<file path="config.mk">
export PLATFORM = sky130hd
export DESIGN_NAME = sdram_burst_colgen
export DESIGN_NICKNAME = d
export VERILOG_FILES = /design/src/rtl/burst_pkg.sv /design/src/rtl/burst_seq_ctrl.sv /design/src/rtl/burst_col_map.sv /design/src/rtl/sdram_burst_colgen.sv
export SDC_FILE = /design/constraint.sdc
export NUM_CORES = 1
export LEC_CHECK = 0
export ABC_AREA = 0
export BUFFER_PORTS_ARGS = -buffer_cell sky130_fd_sc_hd__buf_2
export CORE_MARGIN = 2
export CORE_UTILIZATION = 55
export DETAILED_ROUTE_END_ITERATION = 7
export GPL_TIMING_DRIVEN = 0
export PLACE_DENSITY = 0.81
export RECOVER_POWER = 25
export SYNTH_ARGS = -nofsm -noshare
export SYNTH_HDL_FRONTEND = slang
export SYNTH_SLANG_ARGS = --single-unit
</file>
<file path="constraint.sdc">
create_clock -name clk -period 2.89 [get_ports clk]
set_clock_uncertainty 0.2 [all_clocks]
set_input_delay 0.1445 -clock clk [delete_from_list [all_inputs] [get_ports clk]]
set_output_delay 0.1445 -clock clk [all_outputs]
set_load 0.01 [all_outputs]
</file>
<file path="src/rtl/burst_pkg.sv">
package burst_pkg;

    // Width of the length code field in the mode value
    localparam int LEN_CODE_W = 3;
    // Largest fixed burst is 2**MAX_LOG beats
    localparam int MAX_LOG    = 3;
    localparam int LOG_W      = $clog2(MAX_LOG + 1);
    // Code that selects a full page burst
    localparam logic [LEN_CODE_W-1:0] PAGE_CODE = 3'd7;

    typedef enum logic {
        ORD_SEQ = 1'b0,
        ORD_ILV = 1'b1
    } order_e;

    typedef struct packed {
        logic              full_page;
        order_e            order;
        logic [LOG_W-1:0]  log_len;
    } burst_cfg_t;

    // Translate the mode fields into a burst configuration.
    // Unused codes fall back to a single beat.
    function automatic burst_cfg_t decode_cfg(
        input logic [LEN_CODE_W-1:0] code,
        input logic                  ilv
    );
        burst_cfg_t c;
        c.full_page = 1'b0;
        c.order     = ilv ? ORD_ILV : ORD_SEQ;
        c.log_len   = '0;
        if (code == PAGE_CODE) begin
            c.full_page = 1'b1;
        end else if (int'(code) <= MAX_LOG) begin
            c.log_len = code[LOG_W-1:0];
        end
        return c;
    endfunction

endpackage

</file>
<file path="src/rtl/burst_seq_ctrl.sv">
module burst_seq_ctrl
    import burst_pkg::*;
#(
    parameter int COL_W = 9
) (
    input  logic             clk,
    input  logic             rst,
    input  logic             start_i,
    input  burst_cfg_t       cfg_i,
    input  logic             stop_i,
    input  logic             adv_i,
    output logic             active_o,
    output logic [COL_W-1:0] beat_o,
    output burst_cfg_t       cfg_o,
    output logic             last_o
);

    logic             active_q;
    logic [COL_W-1:0] beat_q;
    burst_cfg_t       cfg_q;
    logic [COL_W-1:0] final_beat;

    // Index of the closing beat of a fixed burst
    assign final_beat = COL_W'((1 << cfg_q.log_len) - 1);
    assign last_o     = active_q && !cfg_q.full_page && (beat_q == final_beat);

    always_ff @(posedge clk) begin
        if (rst) begin
            active_q <= 1'b0;
            beat_q   <= '0;
            cfg_q    <= '0;
        end else if (start_i) begin
            active_q <= 1'b1;
            beat_q   <= '0;
            cfg_q    <= cfg_i;
        end else if (stop_i) begin
            active_q <= 1'b0;
        end else if (active_q && adv_i) begin
            if (last_o) begin
                active_q <= 1'b0;
            end else begin
                beat_q <= beat_q + 1'b1;
            end
        end
    end

    assign active_o = active_q;
    assign beat_o   = beat_q;
    assign cfg_o    = cfg_q;

    AST_BEAT_STEPS: assert property (@(posedge clk) disable iff (rst)
        active_q && adv_i && !start_i && !stop_i && !last_o
        |=> active_q && beat_q == $past(beat_q) + 1'b1);

    AST_CFG_FROZEN: assert property (@(posedge clk) disable iff (rst)
        !start_i |=> $stable(cfg_q));

endmodule

</file>
<file path="src/rtl/burst_col_map.sv">
module burst_col_map
    import burst_pkg::*;
#(
    parameter int COL_W = 9
) (
    input  logic             clk,
    input  logic             rst,
    input  logic             active_i,
    input  logic [COL_W-1:0] base_i,
    input  logic [COL_W-1:0] beat_i,
    input  burst_cfg_t       cfg_i,
    output logic [COL_W-1:0] col_o
);

    localparam int NCAND = MAX_LOG + 1;

    logic [COL_W-1:0] seq_cand [NCAND];
    logic [COL_W-1:0] ilv_cand [NCAND];
    logic [COL_W-1:0] page_col;

    // One candidate pair per fixed length: the low L bits move, the rest stay
    for (genvar L = 0; L < NCAND; L++) begin : g_len
        if (L == 0) begin : g_single
            assign seq_cand[L] = base_i;
            assign ilv_cand[L] = base_i;
        end else begin : g_multi
            logic [L-1:0] low_sum;
            assign low_sum     = base_i[L-1:0] + beat_i[L-1:0];
            assign seq_cand[L] = {base_i[COL_W-1:L], low_sum};
            assign ilv_cand[L] = {base_i[COL_W-1:L], base_i[L-1:0] ^ beat_i[L-1:0]};
        end
    end

    assign page_col = base_i + beat_i;

    always_comb begin
        if (cfg_i.full_page) begin
            col_o = page_col;
        end else if (cfg_i.order == ORD_ILV) begin
            col_o = ilv_cand[cfg_i.log_len];
        end else begin
            col_o = seq_cand[cfg_i.log_len];
        end
    end

    AST_UPPER_KEPT: assert property (@(posedge clk) disable iff (rst)
        active_i && !cfg_i.full_page
        |-> col_o[COL_W-1:MAX_LOG] == base_i[COL_W-1:MAX_LOG]);

endmodule

</file>
<file path="src/rtl/sdram_burst_colgen.sv">
module sdram_burst_colgen
    import burst_pkg::*;
#(
    parameter int COL_W = 9
) (
    input  logic                  clk,
    input  logic                  rst,
    input  logic                  start_i,
    input  logic [COL_W-1:0]      start_col_i,
    input  logic [LEN_CODE_W-1:0] len_code_i,
    input  logic                  order_ilv_i,
    input  logic                  stop_i,
    input  logic                  adv_i,
    output logic [COL_W-1:0]      col_o,
    output logic                  beat_valid_o,
    output logic                  beat_last_o
);

    burst_cfg_t       cfg_in;
    burst_cfg_t       cfg_run;
    logic [COL_W-1:0] base_q;
    logic [COL_W-1:0] beat;
    logic             active;

    assign cfg_in = decode_cfg(len_code_i, order_ilv_i);

    always_ff @(posedge clk) begin
        if (rst) begin
            base_q <= '0;
        end else if (start_i) begin
            base_q <= start_col_i;
        end
    end

    burst_seq_ctrl #(.COL_W(COL_W)) u_ctrl (
        .clk      (clk),
        .rst      (rst),
        .start_i  (start_i),
        .cfg_i    (cfg_in),
        .stop_i   (stop_i),
        .adv_i    (adv_i),
        .active_o (active),
        .beat_o   (beat),
        .cfg_o    (cfg_run),
        .last_o   (beat_last_o)
    );

    burst_col_map #(.COL_W(COL_W)) u_map (
        .clk      (clk),
        .rst      (rst),
        .active_i (active),
        .base_i   (base_q),
        .beat_i   (beat),
        .cfg_i    (cfg_run),
        .col_o    (col_o)
    );

    assign beat_valid_o = active;

    AST_START_LOADS_COL: assert property (@(posedge clk) disable iff (rst)
        start_i |=> beat_valid_o && col_o == $past(start_col_i));

    AST_HOLD_WITHOUT_ADV: assert property (@(posedge clk) disable iff (rst)
        beat_valid_o && !start_i && !stop_i && !adv_i
        |=> beat_valid_o && $stable(col_o) && $stable(beat_last_o));

    AST_STOP_CLEARS: assert property (@(posedge clk) disable iff (rst)
        stop_i && !start_i |=> !beat_valid_o);

    AST_IDLE_STAYS: assert property (@(posedge clk) disable iff (rst)
        !beat_valid_o && !start_i |=> !beat_valid_o);

    AST_LAST_ENDS: assert property (@(posedge clk) disable iff (rst)
        beat_last_o && adv_i && !start_i && !stop_i |=> !beat_valid_o);

    AST_LAST_NEEDS_VALID: assert property (@(posedge clk) disable iff (rst)
        beat_last_o |-> beat_valid_o);

    AST_PAGE_STEP: assert property (@(posedge clk) disable iff (rst)
        beat_valid_o && cfg_run.full_page && adv_i && !start_i && !stop_i
        |=> beat_valid_o && col_o == $past(col_o) + 1'b1);

endmodule

</file>
### After elaboration in Yosys (flattened, before gate mapping)

Index checks and enable logic that the tools add are counted.

* shift-type cells: 1
* add/subtract/negate cells: 6
* multiplexer cells: 16
* magnitude comparators: 2
* reductions and logical operators: 9
* bitwise gates (word level): 6
* equality and inequality tests: 2

Operators with widths (count)
* 2-to-1 mux 9 bit: 6
* binary-select mux 9 bit (select 2 bit): 2
* adder 9 x 1 -> 9 bit, second input constant: 1
* adder 9 bit: 1
* == test 9 bit: 1
* left shift 1 x 2 -> 9 bit, first input constant: 1
* subtractor 9 x 2 -> 9 bit, second input constant: 1
* 2-to-1 mux 1 bit: 6
* nonzero test 3 bit: 2
* 2-to-1 mux 2 bit: 2
* adder 3 bit: 1
* == test 3 bit, second input constant: 1
* >= comparator 3 bit, second input constant: 1
* <= comparator 3 x 2 -> 1 bit, second input constant: 1
* logical AND 1 bit: 3
* NOT 2 -> 3 bit: 1
* AND reduction 3 bit: 1
* bitwise XOR 3 bit: 1
* adder 2 bit: 1
* NOT 1 bit: 2
* AND reduction 2 bit: 1
* OR reduction 2 bit: 1
* bitwise XOR 2 bit: 1
* adder 1 bit: 1
* other kinds (2): 2

* input port bits: 18
* word-level logic and storage cells: 48
* register bits after elaboration: 23

### Logic depth before layout (Yosys ltp)

* depth after elaboration: 8
* gate-level depth with buffers: 8

### Cells and area by module

A second synthesis with hierarchy kept.

* cells, all modules: 200
* area total of the unflattened synthesis: 1650.3 um2

By module, submodules not included
* burst_seq_ctrl: area an instance 784.5 um2, sequential area each 280.3 um2, times used 1, cells each 94
* burst_col_map: area an instance 528.0 um2, sequential area each 0.0 um2, times used 1, cells each 74
* sdram_burst_colgen: area an instance 337.8 um2, sequential area each 180.2 um2, times used 1, cells each 32

### Worst setup path before layout

Ideal clock, no wire load.

* kind: reg-to-output
* from: register u_ctrl.beat_q[0] (netlist: u_ctrl.beat_o[0])
* to: output port col_o[8]
* required time: 2546 ps
* arrival: 1912 ps
* stages on the path, launching flop included: 9
* path slack: 633 ps
* cell sequence: dfxtp_1 ha_1 inv_1 fa_1 nor2b_1 o31ai_1 a21oi_1 a2111oi_0 a311o_1

* cells in the longest elaborated chain, start to end: 2

RTL lines
* start, declared: RTL line burst_seq_ctrl.sv:19 `logic [COL_W-1:0] beat_q;`
* start signal, assigned: RTL line burst_seq_ctrl.sv:42 `beat_q <= beat_q + 1'b1;`
* adder 9 bit: RTL line burst_col_map.sv:34 `assign page_col = base_i + beat_i;`
* 2-to-1 mux 9 bit: RTL line burst_col_map.sv:37 `if (cfg_i.full_page) begin`
* end, declared: RTL line sdram_burst_colgen.sv:14 `output logic [COL_W-1:0] col_o,`

No other way between the ends.

### Worst setup path in the final report

Same ends and word-level chain as after synthesis.

==> results.cfg <==
[setup_path]
crit_fanout = 7
cpMaxStageDelayCell = fa_1
path_cells = ha_1, inv_1, fa_1, nor2b_4, o31ai_4, a21oi_1, a2111oi_1, a311o_1, buf_2
crit_start = u_ctrl.beat_o[0]
crit_end = col_o[8]
reg2reg_to = u_ctrl.active_o
reg2reg_depth = 6
max_stage_delay_ns = 0.44
crit_type = register to output port
worst-path-buf-inv = 2
crit_arrival_ns = 2.42
end_kind = output port
required_ns = 2.55
critPathLaunchType = register
r2r_start = u_ctrl.beat_o[6]
r2r_setup_slack_ns = 0.36
cpLargestDelayFamily = compound AO/OA/AOI/OAI gates
path_depth = 9

[run_status]
status = finished clean

[route]
ant_nets = 0
wl_per_cell_um = 14.33
dr_total_vias = 1559
drc = 0
first_pass_iters = 4
totalWireLength_um = 3954
vias_per_cell = 5.649
drt_iter0_drc = 43

[global_routing]
antenna_found_initial = 0
grt_max_degree = 13
first_global_vias = 1476
grt_overflow_total = 0
grt.total_usage = 0.2548
grt_pass1_wl_um = 6610

[logic_synthesis]
yosysTopAreaCell = dfxtp_1
synth_area_per_cell_um2 = 8.354
yosysMostFrequentCell = dfxtp_1
syn-instance-count = 192
synth_enable_flop_cells = 0
synth_top_area_frac = 0.2871
ys_top_cells_by_count = 23 x dfxtp_1, 21 x nor2_1, 13 x mux2i_1, 13 x nand2_1, 12 x a21oi_1
yosysWarnings = 0
synth.net_count = 220
synth_area_mm2 = 0.001604
ys_seq_area_frac = 0.2871
ys_ff_latch = 23
synth-async-reset-ratio = 0
yosysUniqueCellTypes = 46
yosys_most_used_dff = dfxtp_1
synthTopCellsByArea = dfxtp_1 29%, mux2i_1 8.1%, ha_1 7.0%

[layout]
area_growth_pct = 27.77
multi_input_area_mm2 = 0.001082
fillerInstances = 217
antenna_cells_inserted = 0
layout.nets = 274
final_layout_size_suffix_gt1_frac = 0.1796
final-seq-area_um2 = 465.4

[worst_hold_path]
holdPathStages = 5
hold_path_class = input port to register

[pwr]
power_density_mw_per_mm2 = 302.9
leakage_nw = 0.8677
ir_worst_vdd_mv = 0.2812

[timing]
finalSetupViolCount = 0
fin_setup_tns_ns = 0
finalCriticalPeriod_ns = 2.767
tightest_slew_ns = 0.7006
slew_headroom = 0.5330
hold_viol_final = 0
slew_violations = 0
grt_setup_unrepaired = no
clock.fmax_mhz = 361.4
whs_ns = 0.1540
timing.final.crit_share = 0.9575

[die]
coreArea_mm2 = 0.002758
die_x_um = 58.01
dieArea_mm2 = 0.003365
rows = 19
ios = 29
die_h_um = 58.01
start_util = 0.5817

[clocking]
cts_made_buffers = 3
clockBufferDepth = 2
clock_sinks = 23
clock-root-buffer = clkbuf_4
cts_tree = yes
worst_skew_pair.late_latency_ns = 0.31
htree_num_levels = 1
path_clk_slew_ns = 0.13

[placed_design]
globalplace.congestion = 0.8219
portBuffers = 27
dp_hpwl_um = 2637

[run]
cap_violations = 0
[timing repair]
item / 4_1_cts / 5_1_grt
pin swaps: 0 / 1
setup endpoints to repair: 1 / 2
hold endpoints to repair: 15 / 0
gates cloned: 0 / 0
hold buffers: 22 / 0
gates resized for setup: 2 / 7
setup buffers: 0 / 0
[stage by stage]
stage	area [um2]	utilization	instances	worst slack, ns	power, W
2_1_floorplan	1604	-	192	0.6331	0.0004171
3_3_place_gp	1778	0.6447	250	0.2792	0.0004508
3_5_place_dp	1778	0.6447	250	0.3173	0.0004536
4_1_cts	2031	0.7364	276	0.07049	0.0006232
5_1_grt	2049	0.7432	276	0.02116	0.0006528
6_report	2049	0.7432	276	0.1229	0.0006208
[power by group]
group          switching [W]  internal, W  total, W
clock              0.0000962    0.0000538  0.000150
sequential        0.00000961     0.000327  0.000337
combinational      0.0000641    0.0000700  0.000134
total               0.000170     0.000451  0.000621
[worst min-delay path by stage]
stage | from | endpoint | slack (ns)
floorplan | start_col_i[0] | base_q[0] | 0.09
global placement | start_col_i[3] | base_q[3] | 0.18
detailed placement | start_col_i[1] | base_q[1] | 0.19
CTS | rst | u_ctrl.beat_o[7] | 0.15
global route | adv_i | u_ctrl.beat_o[3] | 0.18
finish | adv_i | u_ctrl.beat_o[5] | 0.15
[registers in the layout, indices dropped and copies added, names as in the netlist]
| signal | count |
|---|---|
| base_q | 9 |
| u_ctrl.beat_o | 9 |
| u_ctrl.cfg_o | 4 |
| u_ctrl.active_o | 1 |
[cells by family after synthesis]
kind of cell               share of synthesized area
adders and majority gates                    0.08269
muxes                                         0.1162
xor gates and xnor gates                     0.05461
DFF                                           0.2871
buffers and inverters                        0.05226
AOI/OAI and AO/OA                             0.2005
and+or+nand+nor                               0.2067
[worst reg2reg max path: cells and delay by family, from the launching register on]
family                 cells  cell delay [ns]
AO/OA/AOI/OAI              2             0.52
flip-flops                 1             0.38
buffers and inverters      1             0.57
AND/OR/NAND/NOR            3             0.75
[metal layers]
metal / GRT usage / vias up / routed length (um)
li1: - / 804 / -
met1: 0.3175 / 706 / 1773
met2: 0.4545 / 39 / 1957
met3: 0.03125 / 10 / 162
met4: 0.08306 / 0 / 61
met5: 0 / - / 0
[final cells by class]
class | count | share of cell area
inverters | 11 | 0.02015
well taps | 31 | 0.01893
flip-flops and latches | 23 | 0.2271
multi-input cells | 149 | 0.5281
plain buffers | 9 | 0.02076
clock buffers | 4 | 0.01282
repair buffers | 49 | 0.1722
[cells in the final DEF, fill, tap and decap left out, types with 3 or more instances in the layout]
master	instances
xnor2_1	8
a21o_1	3
o211ai_1	3
a21oi_1	12
and3_1	3
nor2_1	21
clkbuf_1	9
buf_2	26
inv_1	11
dfxtp_1	21
clkbuf_4	3
nand3_1	5
mux2i_1	13
ha_1	9
o21a_1	3
or3_1	3
nor3_1	5
mux2_2	5
a211oi_1	5
nand4_1	3
or4_1	3
dlygate4sd3_1	22
nand2_1	13
nand2b_1	3
Note: power is estimated with default switching activity, not from simulation.
